--- config.mk ---
export PLATFORM = sky130hd
export DESIGN_NAME = dual_clock_counter
export DESIGN_NICKNAME = d
export VERILOG_FILES = /design/src/rtl/dcc_pkg.sv /design/src/rtl/dcc_sync.sv /design/src/rtl/dcc_steer.sv /design/src/rtl/dcc_core.sv /design/src/rtl/dual_clock_counter.sv
export SDC_FILE = /design/constraint.sdc
export NUM_CORES = 1
export LEC_CHECK = 0
export CAP_MARGIN = 10
export CELL_PAD_IN_SITES_DETAIL_PLACEMENT = 1
export CELL_PAD_IN_SITES_GLOBAL_PLACEMENT = 1
export CORE_MARGIN = 2
export CORE_UTILIZATION = 41
export DETAILED_ROUTE_END_ITERATION = 8
export HOLD_SLACK_MARGIN = 0.05
export PLACE_DENSITY = 0.78
export SLEW_MARGIN = 5
export SYNTH_ARGS = -nofsm -noshare
export SYNTH_HDL_FRONTEND = slang
export SYNTH_SLANG_ARGS = --single-unit
export TNS_END_PERCENT = 1
--- constraint.sdc ---
create_clock -name clk -period 5.81 [get_ports clk]
set_input_delay 1.4525 -clock clk [delete_from_list [all_inputs] [get_ports clk]]
set_output_delay 1.4525 -clock clk [all_outputs]
set_load 0.005 [all_outputs]
--- src/rtl/dcc_pkg.sv ---
package dcc_pkg;

    typedef enum logic [2:0] {
        STEP_HOLD,
        STEP_CLEAR,
        STEP_LOAD,
        STEP_INC,
        STEP_DEC
    } step_e;

    typedef struct packed {
        logic clr;
        logic load_n;
        logic up;
        logic dn;
    } ctl_t;

    localparam ctl_t CTL_IDLE = '{clr: 1'b0, load_n: 1'b1, up: 1'b1, dn: 1'b1};
    localparam int   CTL_W    = $bits(ctl_t);

    // Priority: clear, then preset, then a single qualified strobe edge.
    function automatic step_e pick_step(ctl_t lvl, logic up_rise, logic dn_rise);
        step_e s;
        if (lvl.clr)                 s = STEP_CLEAR;
        else if (!lvl.load_n)        s = STEP_LOAD;
        else if (up_rise && dn_rise) s = STEP_HOLD;
        else if (up_rise && lvl.dn)  s = STEP_INC;
        else if (dn_rise && lvl.up)  s = STEP_DEC;
        else                         s = STEP_HOLD;
        return s;
    endfunction

endpackage

--- src/rtl/dcc_sync.sv ---
module dcc_sync #(
    parameter int          W       = 1,
    parameter int          STAGES  = 2,
    parameter logic [W-1:0] RST_VAL = '0
) (
    input  logic         clk,
    input  logic         rst,
    input  logic [W-1:0] d,
    output logic [W-1:0] q
);
    logic [W-1:0] stage [STAGES];

    always_ff @(posedge clk) begin
        if (rst) begin
            for (int i = 0; i < STAGES; i++) stage[i] <= RST_VAL;
        end else begin
            stage[0] <= d;
            for (int i = 1; i < STAGES; i++) stage[i] <= stage[i-1];
        end
    end

    assign q = stage[STAGES-1];
endmodule

--- src/rtl/dcc_steer.sv ---
module dcc_steer
    import dcc_pkg::*;
(
    input  logic  clk,
    input  logic  rst,
    input  ctl_t  lvl,
    output step_e step
);
    logic up_prev, dn_prev;
    logic up_rise, dn_rise;

    always_ff @(posedge clk) begin
        if (rst) begin
            up_prev <= 1'b1;
            dn_prev <= 1'b1;
        end else begin
            up_prev <= lvl.up;
            dn_prev <= lvl.dn;
        end
    end

    assign up_rise = lvl.up && !up_prev;
    assign dn_rise = lvl.dn && !dn_prev;

    always_comb step = pick_step(lvl, up_rise, dn_rise);

    // an up edge while the down strobe is low must not count up
    p_gated_up_r5: assert property (@(posedge clk) disable iff (rst)
        (up_rise && !lvl.dn) |-> (step != STEP_INC));

    // a down edge while the up strobe is low must not count down
    p_gated_dn_r5: assert property (@(posedge clk) disable iff (rst)
        (dn_rise && !lvl.up) |-> (step != STEP_DEC));
endmodule

--- src/rtl/dcc_core.sv ---
module dcc_core
    import dcc_pkg::*;
#(
    parameter int WIDTH = 4
) (
    input  logic             clk,
    input  logic             rst,
    input  step_e            step,
    input  logic [WIDTH-1:0] data,
    input  logic             up_lvl,
    input  logic             dn_lvl,
    output logic [WIDTH-1:0] count,
    output logic             carry_n,
    output logic             borrow_n
);
    localparam logic [WIDTH-1:0] TOP = {WIDTH{1'b1}};
    localparam logic [WIDTH-1:0] ONE = WIDTH'(1);

    logic [WIDTH-1:0] nxt;

    always_comb begin
        unique case (step)
            STEP_CLEAR: nxt = '0;
            STEP_LOAD:  nxt = data;
            STEP_INC:   nxt = count + ONE;
            STEP_DEC:   nxt = count - ONE;
            default:    nxt = count;
        endcase
    end

    always_ff @(posedge clk) begin
        if (rst) count <= '0;
        else     count <= nxt;
    end

    assign carry_n  = !((count == TOP) && !up_lvl);
    assign borrow_n = !((count == '0)  && !dn_lvl);

    p_inc_r1: assert property (@(posedge clk) disable iff (rst)
        (step == STEP_INC) |=> (count == $past(count) + ONE));

    p_dec_r2: assert property (@(posedge clk) disable iff (rst)
        (step == STEP_DEC) |=> (count == $past(count) - ONE));

    p_load_r3: assert property (@(posedge clk) disable iff (rst)
        (step == STEP_LOAD) |=> (count == $past(data)));

    p_clear_r4: assert property (@(posedge clk) disable iff (rst)
        (step == STEP_CLEAR) |=> (count == '0));

    p_hold_r5: assert property (@(posedge clk) disable iff (rst)
        (step == STEP_HOLD) |=> $stable(count));

    p_carry_r6: assert property (@(posedge clk) disable iff (rst)
        $fell(carry_n) |-> (count == TOP));

    p_borrow_r7: assert property (@(posedge clk) disable iff (rst)
        $fell(borrow_n) |-> (count == '0));
endmodule

--- src/rtl/dual_clock_counter.sv ---
module dual_clock_counter
    import dcc_pkg::*;
#(
    parameter int WIDTH  = 4,
    parameter int STAGES = 2
) (
    input  logic             clk,
    input  logic             rst,
    input  logic             inc_strobe,
    input  logic             dec_strobe,
    input  logic             wipe,
    input  logic             preset_n,
    input  logic [WIDTH-1:0] preset_val,
    output logic [WIDTH-1:0] count_q,
    output logic             ovf_n,
    output logic             unf_n
);
    ctl_t             ctl_raw, ctl_lvl;
    logic [CTL_W-1:0] ctl_vec;
    logic [WIDTH-1:0] data_lvl;
    step_e            step;

    assign ctl_raw = '{clr: wipe, load_n: preset_n, up: inc_strobe, dn: dec_strobe};

    dcc_sync #(.W(CTL_W), .STAGES(STAGES), .RST_VAL(CTL_IDLE)) u_ctl_sync (
        .clk(clk), .rst(rst), .d(ctl_raw), .q(ctl_vec)
    );

    dcc_sync #(.W(WIDTH), .STAGES(STAGES), .RST_VAL('0)) u_data_sync (
        .clk(clk), .rst(rst), .d(preset_val), .q(data_lvl)
    );

    assign ctl_lvl = ctl_t'(ctl_vec);

    dcc_steer u_steer (
        .clk(clk), .rst(rst), .lvl(ctl_lvl), .step(step)
    );

    dcc_core #(.WIDTH(WIDTH)) u_core (
        .clk(clk), .rst(rst), .step(step), .data(data_lvl),
        .up_lvl(ctl_lvl.up), .dn_lvl(ctl_lvl.dn),
        .count(count_q), .carry_n(ovf_n), .borrow_n(unf_n)
    );
endmodule

Yosys cells after proc, flatten, opt, wreduce, memory -nomap -nowiden
Memory sizes are Yosys's and may differ from the RTL's. Cells that the tools add are included.

Output and inout bits: 6. Input port bits: 10. RAM bits: 16. Memories kept: 2. Bits in registers: 6. Word-level logic and storage cells: 44.

Add/subtract/negate cells: 2. Bitwise gates (word level): 4. Reduce and logical (&&, ||, !) cells: 15. Muxes and demuxes: 13. Eq/ne operators: 5.

Memory list: u_ctl_sync.stage (words 2, width 4, read ports 2, clocked after Yosys merged registers in 0, write ports 2, RTL line dcc_sync.sv:11) `logic [W-1:0] stage [STAGES];`; u_data_sync.stage (words 2, width 4, read ports 2, clocked after Yosys merged registers in 0, write ports 2, RTL line dcc_sync.sv:11).

Operators with widths (count): 4-bit two-way mux (4); 4-bit case mux with 4 select lines (1); 3-bit two-way mux (5); 1-bit logical AND (7); 3-bit by 2-bit equality test with 1-bit output (second input constant) (2); 1-bit logical NOT (6); 4-bit by 1-bit adder with 4-bit output (second input constant) (1); 4-bit equality test (second input constant) (1); 4-bit logical NOT (1); 1-bit OR (4); 4-bit nonzero test (1); 4-bit by 1-bit subtractor with 4-bit output (second input constant) (1); 3-bit by 1-bit equality test with 1-bit output (second input constant) (1); 3-bit equality test (second input constant) (1); 1-bit two-way mux (3).

Longest topological paths before layout
Gate-level depths: netlist of the first run.

Depth after elaboration: 10. Depth in mapped cells: 7. Depth with buffers taken out: 7.

By module
From an unflattened synthesis of the first run, not the netlist that was laid out.

Cell total of the unflattened synthesis: 101. Area total of the unflattened synthesis: 1006.0 µm².

Modules (own cells, without submodules): dcc_sync (times used 2, area an instance 240.2 µm², seq. area each 160.2 µm², cells each 20); dcc_core (times used 1, area an instance 420.4 µm², seq. area each 80.1 µm², cells each 51); dcc_steer (times used 1, area an instance 105.1 µm², seq. area each 40.0 µm², cells each 10).

Worst setup path before layout of the first run
OpenSTA, ideal clock, no wires.

Path type: reg-to-output. From: register u_core.count[0]. To: output port ovf_n. Path buffers: 0. Data arrival time: 849 ps. Required time: 4358 ps. Setup slack: 3509 ps. Cell stages (with the launch flop): 3. Cell sequence: dfxtp_1 nand3_1 or3_1.

Word-level cells in the longest chain between the ends: 3.

Ends and longest elaborated chain: start: declaration (RTL line dcc_core.sv:12) `output logic [WIDTH-1:0] count,`; start signal: assignment (RTL line dcc_core.sv:33) `else count <= nxt;`; 4-bit equality test (RTL line dcc_core.sv:36) `assign carry_n = !((count == TOP) && !up_lvl);`; 1-bit logical AND (RTL line dcc_core.sv:36); 1-bit logical NOT (RTL line dcc_core.sv:36); end: declaration (RTL line dual_clock_counter.sv:15) `output logic ovf_n,`.

No other way between the ends.

Worst setup path after layout of the first run
Same ends and word-level chain as after synthesis.

==> flow_summary.yaml, run 1 <==
detailed_routing:
  via_per_inst: 4.89
  routedWlPerCell_um: 12.3
  drc: 0
  via_count: 606
  first_iter_violations: 11
  finalWirelength_um: 1520
  drt_pass1_iterations: 4
  final_antenna_net_count: 0
synth:
  ys_types: 31
  yosysSeqAreaShare: 0.518
  yosysWarnings: 0
  ys_ff_latch: 22
  synth_fp_nets: 93
  avgSynthCellArea_um2: 10.6
  synthesis.area_um2: 851
  syn_inst: 80
critical_path:
  cpPeakStageDelay_ns: 0.49
  path_depth: 3
  path_max_fanout: 7
  crit_start: "u_core.count[0]$_SDFFE_PP0P_"
  required_ns: 4.36
  critPathLaunchType: "flop"
  worstPathCellList: "nand3_1 -> or3_1 -> clkdlybuf4s50_1"
  crit_family: "flip-flops"
  critPathKind: "reg2out"
  r2r-end: "u_core.count[3]$_SDFFE_PP0P_"
  critPathBufInv: 1
  critPathArrivalTime_ns: 1.67
  crit_slowest_cell: "dfxtp_1"
  rr_worst_depth: 7
  cp-end-kind: "output pin"
  r2r_slack_ns: 3.16
  reg2reg_from: "u_ctl_sync.stage[0][6]$_SDFF_PP1_"
  crit_path_end: "ovf_n"
sta:
  setup_violations: 0
  finalSetupTns_ns: 0
  fmax_mhz: 320
  slew_headroom: 0.547
  clock_skew_ns: 0.00374
  maxSlewViolCount: 0
  timing.final.crit_share: 0.538
  hold_violations: 0
  rsz0062_at_grt: "false"
  period_minus_slack_ns: 3.13
  worst_pin_slew_ns: 0.677
place:
  dp_hpwl_um: 1190
  portBuffers: 15
  gp_congestion: 0.768
cells_and_area:
  layout_commonest_cell: "dfxtp_1"
  drive_gt1_frac: 0.0928
  finalNetCount: 111
  layout_common_cells: "dfxtp_1, clkdlybuf4s50_1, nor2b_1"
  final_core_util: 0.542
  diodes: 0
  area_growth_pct: 25.0
global_routing:
  grt_pass1_wl_um: 2640
  grt-ovfl-total: 0
  grt_pass1_vias: 596
  grt_usage: 0.145
  grt_max_degree: 25
  antenna_found_initial: 0
power_and_ir_drop:
  netSwitchingFraction: 0.213
  switching_power_mw: 0.0575
  irDropWorstVdd_v: 0.000160
  p_per_area_nw_per_um2: 254
  power.internal_mw: 0.212
  p_leak_nw: 0.412
  pwr-share-clk: 0.302
  seqPwrFrac: 0.600
  power.share.combinational: 0.098
floorplan:
  die_w_um: 49.6
  die_y_um: 49.6
  coreArea_um2: 1960
  num_rows: 16
  start_util: 0.434
  num_io_pins: 16
  die_area_um2: 2460
clock_tree:
  ctsResizeCount: 0
  root_buffer: "clkbuf_4"
  htree_levels: 1
  ctsHoldBuffers: 0
  cts_buffers: 3
  cts_setup_buffers: 0
  clock_latency_ns: 0.30
  cts_tree: "done"
  cts_max_path_buffers: 2
  cts.sinks: 22
  path_clk_slew_ns: 0.11
hold_path:
  worstHoldStart: "u_ctl_sync.stage[0][1]$_SDFF_PP1_"
  hold_class: "reg2reg"
flow_run:
  cap_violations: 0
outcome:
  status: "finished, final reports clean"
[metal layers]
layer,GRT usage,part of all wire
met1,0.155,0.42
met2,0.258,0.51
met3,0.0455,0.048
met4,0.0694,0.016
met5,0,0
[metrics by stage]
step	std cells	hold WS [ns]	instance area, µm²	worst slack (ns)	power (mW)
floorplan	80	0.383	851	3.51	0.179
global placement	120	0.387	1030	2.94	0.191
detailed placement	120	0.395	1030	2.88	0.192
CTS	124	0.422	1060	2.65	0.272
global route	124	0.441	1060	2.55	0.283
finish	124	0.418	1060	2.68	0.270
[how the worst min path moves through the flow]
stage	end	slack, ns	cells past startpoint
2_1_floorplan	u_ctl_sync.stage[0][4]$_SDFF_PP1_	0.38	1
3_3_place_gp	u_ctl_sync.stage[0][6]$_SDFF_PP1_	0.39	1
3_5_place_dp	u_ctl_sync.stage[0][5]$_SDFF_PP1_	0.39	1
4_1_cts	u_ctl_sync.stage[0][5]$_SDFF_PP1_	0.42	1
5_1_grt	u_ctl_sync.stage[0][6]$_SDFF_PP1_	0.44	1
6_report	u_ctl_sync.stage[0][5]$_SDFF_PP1_	0.42	1
[area by class of cell]
class	count	area, µm²
fillers	230	898
repair buffers	15	150
clock buffers	4	36.3
multi-input cells	54	395
well taps	27	33.8
flip-flops and latches	22	440
inverters	2	7.51
[cells by family (layout without fill, tap and decap cells)]
family                   count (synthesis)  after routing  synth area share
AND/OR/NAND/NOR                         37             37             0.293
XOR/XNOR                                 2              2            0.0206
flip-flops                              22             22             0.518
AO/OA/AOI/OAI                           12             12            0.0985
buffers and inverters                    4             21            0.0177
adder cells (fa/ha/maj)                  3              3            0.0529
[sequential cells by signal, indices dropped and copies added, names as in the netlist]
signal and flops:
u_core.count 4, u_ctl_sync.stage 8, u_data_sync.stage 8, u_steer.dn_prev 1, u_steer.up_prev 1
[cell usage after synthesis]
cell type	number	share of area
nand3_2	1	0.012
nor3b_1	1	0.0088
a21o_1	1	0.0088
or2_2	1	0.0074
a222oi_1	1	0.012
o32ai_1	1	0.010
nor3_1	1	0.0059
nand2_1	2	0.0088
inv_1	2	0.0088
or2b_2	1	0.010
o31ai_1	1	0.0088
nor2b_1	11	0.081
ha_1	2	0.029
a311oi_1	1	0.010
or3_1	2	0.015
a21oi_1	3	0.018
a31oi_1	2	0.015
xor2_1	2	0.021
nand3_1	1	0.0059
dfxtp_1	22	0.52
clkbuf_1	2	0.0088
nand2b_1	2	0.015
fa_1	1	0.024
and3_4	1	0.013
o21ai_0	1	0.0059
nand4b_4	1	0.028
a2bb2oi_1	1	0.010
nor2_1	3	0.013
and2b_1	1	0.0088
or2_1	7	0.051
or4_1	1	0.0088
[power groups by stage]
| stage | sequential, mW | combinational, mW | clock [mW] |
|---|---|---|---|
| floorplan | 0.165 | 0.0147 | 0 |
| global placement | 0.165 | 0.0255 | 0 |
| detailed placement | 0.166 | 0.0268 | 0 |
| CTS | 0.162 | 0.0268 | 0.0834 |
| global route | 0.163 | 0.0292 | 0.0906 |
| finish | 0.162 | 0.0264 | 0.0814 |
Power figures use the tool's default switching activity.
==> run 2, diff against run 1 <==
--- a/config.mk
+++ b/config.mk
@@ -9,10 +9,10 @@
 export CELL_PAD_IN_SITES_DETAIL_PLACEMENT = 1
 export CELL_PAD_IN_SITES_GLOBAL_PLACEMENT = 1
 export CORE_MARGIN = 2
-export CORE_UTILIZATION = 41
+export CORE_UTILIZATION = 38
 export DETAILED_ROUTE_END_ITERATION = 8
 export HOLD_SLACK_MARGIN = 0.05
-export PLACE_DENSITY = 0.78
+export PLACE_DENSITY = 0.73
 export SLEW_MARGIN = 5
 export SYNTH_ARGS = -nofsm -noshare
 export SYNTH_HDL_FRONTEND = slang
==> constraint.sdc (replaced) <==
create_clock -name clk -period 2.9 [get_ports clk]
set_input_delay 0.725 -clock clk [delete_from_list [all_inputs] [get_ports clk]]
set_output_delay 0.725 -clock clk [all_outputs]
set_load 0.005 [all_outputs]
==> flow_summary.yaml, run 2 (synthesized netlist as in run 1, its figures left out) <==
clock_tree:
  clock_latency_ns: 0.29
  ctsHoldBuffers: 0
  path_clk_slew_ns: 0.11
  cts_buffers: 3
  ctsResizeCount: 0
  cts.sinks: 22
  cts_max_path_buffers: 2
  cts_tree: "done"
  cts_setup_buffers: 0
  root_buffer: "clkbuf_4"
  htree_levels: 1
cells_and_area:
  layout_common_cells: "dfxtp_1, clkdlybuf4s50_1, nor2b_1"
  drive_gt1_frac: 0.0928
  layout_commonest_cell: "dfxtp_1"
  final_core_util: 0.488
  area_growth_pct: 24.4
  top_regs: "u_ctl_sync.stage (8), u_data_sync.stage (8), u_core.count (4)"
  diodes: 0
  finalNetCount: 112
  nFillCells: 251
power_and_ir_drop:
  p_leak_nw: 0.409
  irDropWorstVdd_v: 0.000265
  p_per_area_nw_per_um2: 481
critical_path:
  cpPeakStageDelay_ns: 0.50
  required_ns: 3.13
  cp-end-kind: "flop"
  crit_top_cell: "a21oi_1"
  crit_slowest_cell: "or4_1"
  worstPathCellList: "nand4b_4 -> nor3b_1 -> ha_1 -> a21oi_1 -> a21oi_1 -> or4_1 -> a31oi_1"
  critPathBufInv: 0
  critPathArrivalTime_ns: 2.72
  critPathKind: "reg2reg"
  critPathLaunchType: "flop"
  crit_family: "simple AND/OR/NAND/NOR gates"
  path_max_fanout: 6
global_routing:
  antenna_found_initial: 0
  grt_pass1_vias: 574
  grt_pass1_wl_um: 2560
  grtUsageMet2: 0.242
  grt_use_met1: 0.138
  grt_usage: 0.134
  grt-ovfl-total: 0
  globalRouteMet3Util: 0.0380
  grt_max_degree: 18
  grt_busiest_layer: "met2"
sta:
  maxSlewViolCount: 0
  hold_violations: 0
  finalSetupTns_ns: 0
  fmax_mhz: 402
  setup_violations: 0
  period_minus_slack_ns: 2.49
  rsz0062_at_grt: "false"
  timing.final.crit_share: 0.857
  clock_skew_ns: 0.00250
  worst_pin_slew_ns: 0.520
  slew_headroom: 0.653
flow_run:
  cap_violations: 0
detailed_routing:
  via_per_inst: 4.81
  drc: 0
  drt_pass1_iterations: 5
  via_count: 601
  final_antenna_net_count: 0
  first_iter_violations: 13
  routedWlPerCell_um: 12.1
  finalWirelength_um: 1510
floorplan:
  die_w_um: 51.3
  die_y_um: 51.3
  coreArea_um2: 2170
  num_io_pins: 16
  die_area_um2: 2630
  start_util: 0.392
  num_rows: 17
place:
  portBuffers: 15
  dp_hpwl_um: 1220
  gp_congestion: 0.842
hold_path:
  hold_class: "reg2reg"
outcome:
  status: "finished, final reports clean"
run 2: per-layer routing:
metal,wire length [µm],vias to the layer above,share of wire
li1,-,308,-
met1,651,277,0.43
met2,777,14,0.51
met3,67,2,0.044
met4,13,0,0.0086
met5,0,-,0
run 2: path summary, 6_finish.rpt:
check / startpoint / to / slack, ns / cells after the start
min reg2reg: u_ctl_sync.stage[0][0]$_SDFF_PP1_ / u_ctl_sync.stage[0][4]$_SDFF_PP1_ / 0.42 / 1
max reg2reg: u_ctl_sync.stage[0][6]$_SDFF_PP1_ / u_core.count[3]$_SDFFE_PP0P_ / 0.41 / 7
min: u_ctl_sync.stage[0][0]$_SDFF_PP1_ / u_ctl_sync.stage[0][4]$_SDFF_PP1_ / 0.42 / 1
max: u_ctl_sync.stage[0][6]$_SDFF_PP1_ / u_core.count[3]$_SDFFE_PP0P_ / 0.41 / 7
run 2: power breakdown:
part / leakage (nW) / total (mW) / switching [mW] / internal, mW
clock network: 0.0138 / 0.131 / 0.0823 / 0.0483
logic: 0.214 / 0.0541 / 0.0203 / 0.0339
registers: 0.181 / 0.325 / 0.00897 / 0.316
total: 0.409 / 0.509 / 0.112 / 0.398
run 2: through the flow:
stage	power, mW	cells	hold WS (ns)	cell area (µm²)	setup WS [ns]
2_1_floorplan	0.359	80	0.383	851	0.647
3_3_place_gp	0.385	122	0.387	1040	0.508
3_5_place_dp	0.387	122	0.397	1040	0.422
4_1_cts	0.517	125	0.424	1060	0.388
5_1_grt	0.538	125	0.444	1060	0.247
6_report	0.509	125	0.421	1060	0.414
run 2: area by class of cell:
class                      instances  area (µm²)  area share
tap                               28        35.0      0.0331
multi-input combinational         54         395       0.374
inverter                           2        7.51     0.00709
clock buffer                       3        22.5      0.0213
timing repair buffer              16         158       0.149
sequential                        22         440       0.416
==> run 3, diff against run 2 <==
--- a/config.mk
+++ b/config.mk
@@ -5,11 +5,12 @@
 export SDC_FILE = /design/constraint.sdc
 export NUM_CORES = 1
 export LEC_CHECK = 0
+export ABC_AREA = 1
 export CAP_MARGIN = 10
 export CELL_PAD_IN_SITES_DETAIL_PLACEMENT = 1
 export CELL_PAD_IN_SITES_GLOBAL_PLACEMENT = 1
 export CORE_MARGIN = 2
-export CORE_UTILIZATION = 38
+export CORE_UTILIZATION = 36
 export DETAILED_ROUTE_END_ITERATION = 8
 export HOLD_SLACK_MARGIN = 0.05
 export PLACE_DENSITY = 0.73
==> flow_summary.yaml, run 3 <==
outcome:
  status: "finished, final reports clean"
floorplan:
  die_w_um: 54.0
  num_rows: 18
  die_y_um: 54.0
  coreArea_um2: 2430
  die_area_um2: 2920
  num_io_pins: 16
  start_util: 0.370
cells_and_area:
  fin_area_um2: 1120
  layout_commonest_cell: "dfxtp_1"
  nFillCells: 316
  area_growth_pct: 24.0
  top_regs: "u_ctl_sync.stage (8), u_data_sync.stage (8), u_core.count (4)"
  finalNetCount: 145
  area.sequential_um2: 440
  layout_common_cells: "dfxtp_1, inv_1, nor2_1"
  multi_input_area_um2: 367
  diodes: 0
  drive_gt1_frac: 0.107
  finalNonFillerCells: 161
place:
  portBuffers: 15
  pre_cts_ws_ns: 0.812
  place_inst: 157
  gp_congestion: 0.712
  dp_hpwl_um: 1280
  dpl_cell_area_um2: 1080
clock_tree:
  ctsHoldBuffers: 0
  clock_latency_ns: 0.29
  path_clk_slew_ns: 0.11
  cts_buffers: 3
  cts.sinks: 22
  cts_tree: "done"
  cts_max_path_buffers: 2
  root_buffer: "clkbuf_4"
  htree_levels: 1
  ctsResizeCount: 0
  cts_setup_buffers: 0
sta:
  layout_setup_ws_ns: 0.569
  worst_pin_slew_ns: 0.660
  rsz0062_at_grt: "false"
  setup_violations: 0
  period_minus_slack_ns: 2.33
  hold_violations: 0
  slew_headroom: 0.559
  finalSetupTns_ns: 0
  timing.final.crit_share: 0.804
  fmax_mhz: 429
  maxSlewViolCount: 0
  clock_skew_ns: 0.00321
synth:
  synthArstFlopShare: 0
  synth_top_cell_by_area: "dfxtp_1"
  yosysWarnings: 0
  synthesis.area_um2: 901
  syn_inst: 114
  netlist_top_cells_count: "dfxtp_1, inv_1, nor2_1"
  yosysSeqAreaShare: 0.489
  synth_top_area_frac: 0.489
  ys_ff_latch: 22
  postSynth.topFlopCell: "dfxtp_1"
  synth_fp_nets: 127
  synth-edff-count: 0
  ys_types: 21
  avgSynthCellArea_um2: 7.90
  synth.most_common_cell: "dfxtp_1"
  synth_area_leaders: "dfxtp_1, inv_1, nor2_1, nand3_1, nand2_1"
detailed_routing:
  finalWirelength_um: 1570
  via_per_inst: 4.34
  drt_pass1_iterations: 2
  first_iter_violations: 1
  via_count: 699
  final_antenna_net_count: 0
  routedWlPerCell_um: 9.78
  drc: 0
global_routing:
  grt-ovfl-total: 0
  grt_usage: 0.133
  grt_pass1_wl_um: 2710
  grt_max_degree: 23
  antenna_found_initial: 0
  grt_pass1_vias: 674
critical_path:
  critPathArrivalTime_ns: 1.61
  cp-end-kind: "output pin"
  critPathLaunchType: "flop"
  path_max_fanout: 6
  required_ns: 2.17
  critPathKind: "reg2out"
power_and_ir_drop:
  p_per_area_nw_per_um2: 485
  p_leak_nw: 0.503
  irDropWorstVdd_v: 0.000281
  total_power_mw: 0.541
hold_path:
  hold_class: "reg2reg"
flow_run:
  cap_violations: 0
## run 3: area by class of cell
class | instances | share of cell area
timing repair buffer | 15 | 0.134
inverter | 23 | 0.0773
multi-input combinational | 67 | 0.328
tap | 30 | 0.0336
clock buffer | 4 | 0.0325
sequential | 22 | 0.394
## run 3: per-stage QoR
| stage | utilization | hold slack, ns |
|---|---|---|
| 2_1_floorplan | - | 0.383 |
| 3_3_place_gp | 0.444 | 0.385 |
| 3_5_place_dp | 0.444 | 0.391 |
| 4_1_cts | 0.459 | 0.420 |
| 5_1_grt | 0.459 | 0.433 |
| 6_report | 0.459 | 0.417 |
## run 3: power by group
| part | total (mW) | internal [mW] | switching, mW |
|---|---|---|---|
| Clock | 0.159 | 0.0764 | 0.0825 |
| Combinational | 0.0593 | 0.0314 | 0.0279 |
| Sequential | 0.323 | 0.316 | 0.00752 |
## run 3: logic make-up (layout without fill, tap and decap cells)
group                      Yosys count  count (layout)  share of synthesized area
AOI/OAI and AO/OA                    7               7                     0.0542
xor gates and xnor gates             1               1                    0.00972
adders and majority gates            3               3                     0.0500
buffers and inverters               25              42                      0.104
DFF                                 22              22                      0.489
and+or+nand+nor                     56              56                      0.293
## run 3: worst paths after layout
path	start	end	slack, ns	depth (start not counted)
min reg2reg	u_data_sync.stage[0][1]$_SDFF_PP0_	u_data_sync.stage[0][5]$_SDFF_PP0_	0.42	2
max reg2reg	u_ctl_sync.stage[0][7]$_SDFF_PP0_	u_core.count[3]$_SDFFE_PP0P_	1.17	11
max	u_core.count[0]$_SDFFE_PP0P_	ovf_n	0.57	4
min	u_data_sync.stage[0][1]$_SDFF_PP0_	u_data_sync.stage[0][5]$_SDFF_PP0_	0.42	2
## run 3: critical path: stages, from the launching register on
cell	delay (ns)
dfxtp_1	0.48
inv_1	0.09
nor3_1	0.20
nand3_1	0.10
clkdlybuf4s50_1	0.45
## run 3: layer usage
metal  vias to the layer above  global-route usage  share of wire
met1                       316               0.131           0.41
li1                        371                   -              -
met3                         2              0.0167          0.032
met4                         0              0.0750         0.0083
met5                         -                   0              0
met2                        10               0.260           0.55
